File: src/rtl/rd_pkg.sv
package rd_pkg;
   typedef enum logic [1:0] {
      RD_IDLE = 2'd0,
      RD_RUN  = 2'd1,
      RD_FIN  = 2'd2
   } rd_state_e;
endpackage

File: src/rtl/rd_sync.sv
// Multi-stage level synchroniser for the asynchronous comparator input.
module rd_sync #(
   parameter int STAGES = 2
) (
   input  logic clk,
   input  logic rst,
   input  logic d,
   output logic q
);
   if (STAGES < 2) begin : g_bad_stages
      $error("rd_sync: STAGES must be at least 2");
   end

   logic [STAGES-1:0] chain;

   always_ff @(posedge clk) begin
      if (rst) chain <= '0;
      else     chain <= {chain[STAGES-2:0], d};
   end

   assign q = chain[STAGES-1];
endmodule

File: src/rtl/rd_tick_retime.sv
// Re-registers the raw timing clock and turns its edges into one-cycle strobes.
module rd_tick_retime #(
   parameter bit BOTH_EDGES = 1'b0
) (
   input  logic clk,
   input  logic rst,
   input  logic tick_raw,
   output logic strobe
);
   logic t_q, t_qq;

   always_ff @(posedge clk) begin
      if (rst) begin
         t_q  <= 1'b0;
         t_qq <= 1'b0;
      end else begin
         t_q  <= tick_raw;
         t_qq <= t_q;
      end
   end

   if (BOTH_EDGES) begin : g_both
      assign strobe = t_q ^ t_qq;
   end else begin : g_rise
      assign strobe = t_q & ~t_qq;
   end

   // a strobe never lasts two cycles in rising-edge mode
   if (!BOTH_EDGES) begin : g_chk
      a_r5_strobe_single: assert property (@(posedge clk) disable iff (rst)
         strobe |=> !strobe);
   end
endmodule

File: src/rtl/rd_interval_count.sv
// Saturating interval counter: a prescaler stage feeding an upper stage.
module rd_interval_count #(
   parameter int CNT_W = 20,
   parameter int PRE_W = 4
) (
   input  logic             clk,
   input  logic             rst,
   input  logic             clr,
   input  logic             en,
   output logic [CNT_W-1:0] value,
   output logic             full
);
   localparam int HI_W = CNT_W - PRE_W;

   if (PRE_W < 1 || HI_W < 1) begin : g_bad_split
      $error("rd_interval_count: need 1 <= PRE_W < CNT_W");
   end

   logic [PRE_W-1:0] pre_q;
   logic [HI_W-1:0]  hi_q;
   logic             step;
   logic             carry;

   assign full  = (&pre_q) & (&hi_q);
   assign step  = en & ~full;
   assign carry = step & (&pre_q);

   always_ff @(posedge clk) begin
      if (rst || clr)  pre_q <= '0;
      else if (step)   pre_q <= pre_q + 1'b1;
   end

   always_ff @(posedge clk) begin
      if (rst || clr)  hi_q <= '0;
      else if (carry)  hi_q <= hi_q + 1'b1;
   end

   assign value = {hi_q, pre_q};

   // once saturated the counter stays saturated until cleared
   a_r7_no_wrap: assert property (@(posedge clk) disable iff (rst)
      (full && !clr) |=> full);
   // without enable or clear the value does not move
   a_r5_hold: assert property (@(posedge clk) disable iff (rst)
      (!en && !clr) |=> $stable(value));
endmodule

File: src/rtl/rundown_ctrl.sv
module rundown_ctrl #(
   parameter int SLOPE_W         = 3,
   parameter int CNT_W           = 20,
   parameter int PRE_W           = 4,
   parameter int SYNC_STAGES     = 2,
   parameter bit TICK_BOTH_EDGES = 1'b0
) (
   input  logic               clk,
   input  logic               rst,
   input  logic               start,
   input  logic [SLOPE_W-1:0] init_slope,
   input  logic               cmp_in,
   input  logic               tick_in,
   output logic [SLOPE_W-1:0] slope_en,
   output logic               busy,
   output logic               done,
   output logic               overflow,
   output logic [CNT_W-1:0]   count
);
   import rd_pkg::*;

   if (SLOPE_W < 1) begin : g_bad_slope
      $error("rundown_ctrl: SLOPE_W must be positive");
   end

   rd_state_e          state_q;
   logic [SLOPE_W-1:0] slope_q;
   logic               ref_q;
   logic               done_q;
   logic               ovf_q;
   logic               cmp_s;
   logic               strobe;
   logic               cnt_full;
   logic               accept;
   logic               crossed;

   rd_sync #(.STAGES(SYNC_STAGES)) u_cmp_sync (
      .clk (clk),
      .rst (rst),
      .d   (cmp_in),
      .q   (cmp_s)
   );

   rd_tick_retime #(.BOTH_EDGES(TICK_BOTH_EDGES)) u_tick (
      .clk      (clk),
      .rst      (rst),
      .tick_raw (tick_in),
      .strobe   (strobe)
   );

   assign accept  = (state_q == RD_IDLE) & start;
   assign crossed = (state_q == RD_RUN) & (cmp_s != ref_q);

   rd_interval_count #(.CNT_W(CNT_W), .PRE_W(PRE_W)) u_cnt (
      .clk   (clk),
      .rst   (rst),
      .clr   (accept),
      .en    ((state_q == RD_RUN) & strobe),
      .value (count),
      .full  (cnt_full)
   );

   always_ff @(posedge clk) begin
      if (rst) begin
         state_q <= RD_IDLE;
         slope_q <= '0;
         ref_q   <= 1'b0;
         done_q  <= 1'b0;
         ovf_q   <= 1'b0;
      end else begin
         done_q <= 1'b0;
         unique case (state_q)
            RD_IDLE: begin
               if (start) begin
                  slope_q <= init_slope;
                  ref_q   <= cmp_s;
                  ovf_q   <= 1'b0;
                  state_q <= RD_RUN;
               end
            end
            RD_RUN: begin
               if (crossed) begin
                  slope_q <= '0;
                  state_q <= RD_FIN;
               end else if (cnt_full) begin
                  slope_q <= '0;
                  ovf_q   <= 1'b1;
                  state_q <= RD_FIN;
               end
            end
            RD_FIN: begin
               done_q  <= 1'b1;
               state_q <= RD_IDLE;
            end
            default: state_q <= RD_IDLE;
         endcase
      end
   end

   assign slope_en = slope_q;
   assign busy     = (state_q != RD_IDLE);
   assign done     = done_q;
   assign overflow = ovf_q;

   // an off slope stays off unless a start is accepted
   a_r4_latched_off: assert property (@(posedge clk) disable iff (rst)
      (slope_en == '0 && !(start && !busy)) |=> (slope_en == '0));
   // done lasts one cycle and comes with the slope off and the block idle
   a_r6_done_single: assert property (@(posedge clk) disable iff (rst)
      done |=> !done);
   a_r6_done_idle: assert property (@(posedge clk) disable iff (rst)
      done |-> (slope_en == '0 && !busy));
   // overflow implies the slope is off
   a_r7_ovf_off: assert property (@(posedge clk) disable iff (rst)
      overflow |-> (slope_en == '0));
   // count frozen while idle with no start
   a_r5_count_held: assert property (@(posedge clk) disable iff (rst)
      (!busy && !start) |=> $stable(count));
   // a start while busy does not reload the slope code
   a_r8_no_restart: assert property (@(posedge clk) disable iff (rst)
      (busy && start && slope_en != '0) |=> (slope_en == '0 || $stable(slope_en)));
endmodule

File: config.mk
export PLATFORM = sky130hd
export DESIGN_NAME = rundown_ctrl
export DESIGN_NICKNAME = d
export VERILOG_FILES = /design/src/rtl/rd_pkg.sv /design/src/rtl/rd_sync.sv /design/src/rtl/rd_tick_retime.sv /design/src/rtl/rd_interval_count.sv /design/src/rtl/rundown_ctrl.sv
export SDC_FILE = /design/constraint.sdc
export NUM_CORES = 1
export LEC_CHECK = 0
export ABC_AREA = 1
export BUFFER_PORTS_ARGS = -buffer_cell sky130_fd_sc_hd__clkbuf_2
export CAP_MARGIN = 10
export CORE_UTILIZATION = 61
export CTS_BUF_LIST = sky130_fd_sc_hd__clkbuf_2 sky130_fd_sc_hd__clkbuf_4 sky130_fd_sc_hd__clkbuf_8
export CTS_CLUSTER_DIAMETER = 200
export DETAILED_ROUTE_END_ITERATION = 16
export PLACE_DENSITY_LB_ADDON = 0.3
export SYNTH_ARGS = -nofsm -noshare
export SYNTH_HDL_FRONTEND = slang
export SYNTH_SLANG_ARGS = --single-unit
File: constraint.sdc
create_clock -name clk -period 2.6 [get_ports clk]
set_input_delay 0.39 -clock clk [delete_from_list [all_inputs] [get_ports clk]]
set_output_delay 0.39 -clock clk [all_outputs]
set_load 0.05 [all_outputs]
Word level (Yosys, flattened, before mapping)
Index checks and enable logic that the tools add are counted.
{ "totals": {"ff_bits": 32, "out_inout_bits": 26} }
{ "op_classes": {"add_sub_neg": 2, "n_eq_ne": 7, "mux": 13, "bitwise": 9, "n_reduce_logical": 10} }
{ "op_table": {"columns": ["cell", "n"], "rows": [
  ["16-bit by 1-bit adder with 16-bit output (second input constant)", 1],
  ["16-bit AND reduction", 1],
  ["3-bit two-way mux", 3],
  ["4-bit AND reduction", 2],
  ["1-bit AND", 7],
  ["2-bit two-way mux", 3],
  ["3-bit one-hot mux with 2 select lines", 1],
  ["4-bit by 1-bit adder with 4-bit output (second input constant)", 1],
  ["1-bit two-way mux", 4],
  ["2-bit != test (second input constant)", 2],
  ["2-bit one-hot mux with 2 select lines", 1],
  ["2-bit AND reduction", 2],
  ["2-bit nonzero test", 2],
  ["3-bit by 2-bit != test with 1-bit output (second input constant)", 1],
  ["3-bit AND reduction", 1],
  ["2-bit by 1-bit == test with 1-bit output (second input constant)", 1],
  ["2-bit == test (second input constant)", 1],
  ["2-bit zero test", 1],
  ["2-bit by 1-bit != test with 1-bit output (second input constant)", 1],
  ["1-bit NOT", 2],
  ["1-bit one-hot mux with 2 select lines", 1],
  ["1-bit logical OR", 1],
  ["1-bit != test", 1]
]} }

Logic depth before layout (Yosys ltp)
{ "logic_depth": {"word_depth": 5, "mapped_depth": 11, "ltp_nobuf": 10} }

Cells and area by module
Synthesis repeated with hierarchy kept, for this count alone.
{ "unflattened": {"hier_cells": 251, "area_unflattened_um2": 1712.9} }
{ "by_module_without_submodules": {"columns": ["module", "instances", "cells_per_inst", "area_each_um2", "seq_area_each_um2"], "rows": [
  ["rd_interval_count", 1, 195, 1263.7, 400.4],
  ["rundown_ctrl", 1, 43, 335.3, 160.2],
  ["rd_tick_retime", 1, 7, 58.8, 40.0],
  ["rd_sync", 1, 6, 55.1, 40.0]
]} }

Worst setup path before layout
OpenSTA, ideal clock, no wires.
{ "synth_timing": {"path_type": "register -> register", "from": "register u_cnt.hi_q[0]", "to": "register u_cnt.hi_q[4]", "setup_time_ns": 0.122, "t_arrival_ns": 1.891, "path_slack_ns": 0.587, "path_stages_with_launch": 12, "cell_sequence": "dfxtp_1 > ha_1 > nand2_2 > nor2_2 > nand2_1 > nor2_1 > nand2_2 > nand3_4 > inv_4 > buf_12 > nand2_2 > a21oi_2"} }
{ "synth_via": {"elab_chain_cells": 5} }
{ "synth_lines": {"columns": ["item", "line", "rtl"], "rows": [
  ["start, declared", "rd_interval_count.sv:20", "logic [HI_W-1:0] hi_q;"],
  ["start signal, assigned", "rd_interval_count.sv:35", "else if (carry) hi_q <= hi_q + 1'b1;"],
  ["parallel branches: the longest is 5 deep, another holds 16-bit by 1-bit adder with 16-bit output", null, null]
]} }
Parallel ways; which one is timed is not known.
A chain may end at the register's enable or synchronous reset.

Final worst setup path
{ "layout_timing": {"from": "register u_cnt.hi_q[0]", "to": "register u_cnt.hi_q[6]"} }
Same word-level chain as after synthesis.

==> impl_metrics.csv <==
group,metric,value,unit
status,status,"finished, final reports clean",
route,routed_wl,3250,µm
hold_path,holdPathEnd,"u_cmp_sync.chain[0]",
cells_and_area,final_common_cell,"nand2_1",
route,drtPass1Iterations,4,
synth,ys_seq_area_share,38.4,%
synth,syn_area_per_cell,7.29,µm²
worst_setup_path,worstSetupPathType,"reg -> reg",
worst_setup_path,start_kind,"register",
worst_setup_path,reg2reg_depth,10,
sta,fin_skew,0.0113,ns
cts,cts.repair.resized,0,
power,p_leak,0.000791,µW
cts,htree_num_levels,2,
cts,clock_sinks,32,
cts,clk_path_buf_depth,2,
synth,synth_top_family_by_area,"simple AND/OR/NAND/NOR gates",
cts,ctsHoldBuffers,0,
worst_setup_path,reg2reg_slack,0.71,ns
grt,grt_pass1_wl,5190,µm
route,drt_iter0_drc,55,
floorplanning,die_h,54.3,µm
job,cap_violations,0,
sta,slew_violations,0,
sta,slew_headroom,63.8,%
synth,synth_top_cell_area_share,38.4,%
synth,synth_area,0.00167,mm²
worst_setup_path,crit_arrival,2.09,ns
cts,numCtsBuffers,5,
synth,synthAdderAreaFrac,1.50,%
synth,synthesis.nets,239,
grt,grt_max_degree,17,
worst_setup_path,regToRegEndpoint,"u_cnt.hi_q[6]",
synth,synth_top_area_cell,"dfxtp_1",
sta,max_freq,0.529,GHz
floorplanning,die_w,54.3,µm
sta,tightest_slew,0.542,ns
synth,yosys.area_share.simple,35.2,%
synth,synth_compound_area_share,10.4,%
cts,cts_tree,"yes",
sta,fin_crit_sh,72.7,%
route,wl_per_cell,11.0,µm
cells_and_area,final_cell_mix,"nand2_1, clkbuf_2, dfxtp_1",
cells_and_area,fin_util,75.9,%
grt,antenna_found_initial,0,
synth,synthMuxAreaShare,0,%
hold_path,hold_depth,3,
synth,ys_warn_count,0,
hold_path,hp-class,"in -> reg",
synth,synthTopCellsByArea,"dfxtp_1, nand2_1, nor2_1, a21oi_2, xor2_1",
floorplanning,die-area,0.00295,mm²
cts,clkLatencyLatePin,0.33,ns
sta,tns,0,ns
power,ir_drop,0.000849,V
cts,clock_tree.root_cell,"clkbuf_4",
power,power_density,520,mW/mm²
route,route.detailed.drc,0,
cells_and_area,antenna_cells,0,
worst_setup_path,path_max_fanout,16,
cts,clk_pin_slew_worst_paths,0.11,ns
worst_setup_path,endpoint_kind,"register",
route,vias_per_cell,5.11,
synth,yosys_register_bits,32,
floorplanning,initial_core_util,66.2,%
grt,grt.overflow.total,0,
sta,period_minus_slack,1.89,ns
hold_path,min_from,"cmp_in",
cells_and_area,finalNetCount,275,
worst_setup_path,worstPathRequired,2.81,ns
worst_setup_path,r2r_start,"u_cnt.hi_q[0]",
route,detail-route-antenna-nets,0,
floorplanning,core,0.00252,mm²
synth,ys_types,28,
synth,syn-instance-count,229,
sta,finalSetupViolations,0,
cells_and_area,syn_to_final_growth,14.7,%
placement,gp_congestion,0.802,
sta,grt_setup_unrepaired,"false",
sta,hold_viol_final,0,
floorplanning,rows,18,
cts,cts_post_setup_buffers_inserted,0,
synth,synth_xor_area_share,6.29,%
route,num_vias,1514,
grt,grt_pass1_vias,1210,
grt,groute.usage.overall,24.5,%
cells_and_area,drive_above_1_share,27.4,%
floorplanning,ios,34,
placement,hpwl,2290,µm
placement,io_buffers,33,
cell usage after synthesis (all sizes together):
| library cell | instances |
|---|---|
| clkbuf | 1 |
| a31oi | 1 |
| and2 | 1 |
| ha | 2 |
| nor3b | 1 |
| nand2 | 74 |
| dfxtp | 32 |
| xnor2 | 2 |
| nor2 | 31 |
| nand3 | 13 |
| a21oi | 24 |
| nor3 | 1 |
| nand3b | 3 |
| o21ai | 2 |
| or2 | 1 |
| xor2 | 10 |
| inv | 24 |
| buf | 4 |
| nand4 | 2 |
power by group:
part / internal [µW] / total [µW] / switching [µW]
combinational: 27.9 / 103 / 74.7
sequential: 503 / 511 / 7.76
clock: 200 / 383 / 182
kinds of logic (layout without fill, tap and decap cells):
family                     count (synthesis)  count (layout)
AOI/OAI and AO/OA                         27              27
xor gates and xnor gates                  12              12
adders and majority gates                  2               2
buffers and inverters                     29              66
DFF                                       32              32
and+or+nand+nor                          127             127
sequential cells by signal, summed over array words and instances, names as in the netlist:
| name | count |
|---|---|
| done | 1 |
| overflow | 1 |
| ref_q | 1 |
| slope_en | 3 |
| state_q | 2 |
| u_cmp_sync.chain | 2 |
| u_cnt.hi_q | 16 |
| u_cnt.pre_q | 4 |
| u_tick.t_q | 1 |
| u_tick.t_qq | 1 |
final cells by class:
type / count / area (µm²)
sequential: 32 / 641
clock inverter: 3 / 42.5
tap: 30 / 37.5
clock buffer: 5 / 37.5
inverter: 24 / 92.6
timing repair buffer: 34 / 173
fill: 214 / 607
multi-input combinational: 168 / 892
routing by layer:
layer | vias to the layer above | wire length (µm) | global-route usage, %
li1 | 791 | - | -
met1 | 682 | 1660 | 33.4
met2 | 35 | 1430 | 37.2
met3 | 6 | 114 | 5.83
met4 | 0 | 36 | 8.97
met5 | - | 0 | 0
how the worst max path moves through the flow:
stage | endpoint | slack [ns] | cells after the start | start
finish | u_cnt.hi_q[6] | 0.71 | 10 | u_cnt.hi_q[0]
global route | u_cnt.hi_q[9] | 0.59 | 10 | u_cnt.hi_q[0]
CTS | u_cnt.hi_q[6] | 0.72 | 10 | u_cnt.hi_q[0]
detailed placement | u_cnt.hi_q[6] | 0.75 | 10 | u_cnt.hi_q[0]
global placement | u_cnt.hi_q[6] | 0.77 | 10 | u_cnt.hi_q[0]
floorplan | u_cnt.hi_q[4] | 0.59 | 11 | u_cnt.hi_q[0]
stage by stage:
step | instances | setup slack, ns | area, µm² | hold WS [ns] | power, µW
after global routing | 296 | 0.585 | 1920 | 0.230 | 1040
after CTS | 296 | 0.724 | 1920 | 0.228 | 998
final | 296 | 0.711 | 1920 | 0.227 | 996
after detailed placement | 288 | 0.747 | 1840 | 0.407 | 625
after global placement | 288 | 0.771 | 1840 | 0.388 | 621
after floorplan | 229 | 0.587 | 1670 | 0.388 | 600
worst max-delay path: stages, from the launching register on:
cell	delay, ns
dfxtp_1	0.42
ha_1	0.22
nand2_2	0.07
nor2_2	0.16
nand2_1	0.13
nor2_1	0.15
nand2_2	0.11
nand3_4	0.20
inv_4	0.15
nand2_1	0.09
a21oi_1	0.05
Power figures use the tool's default switching activity.
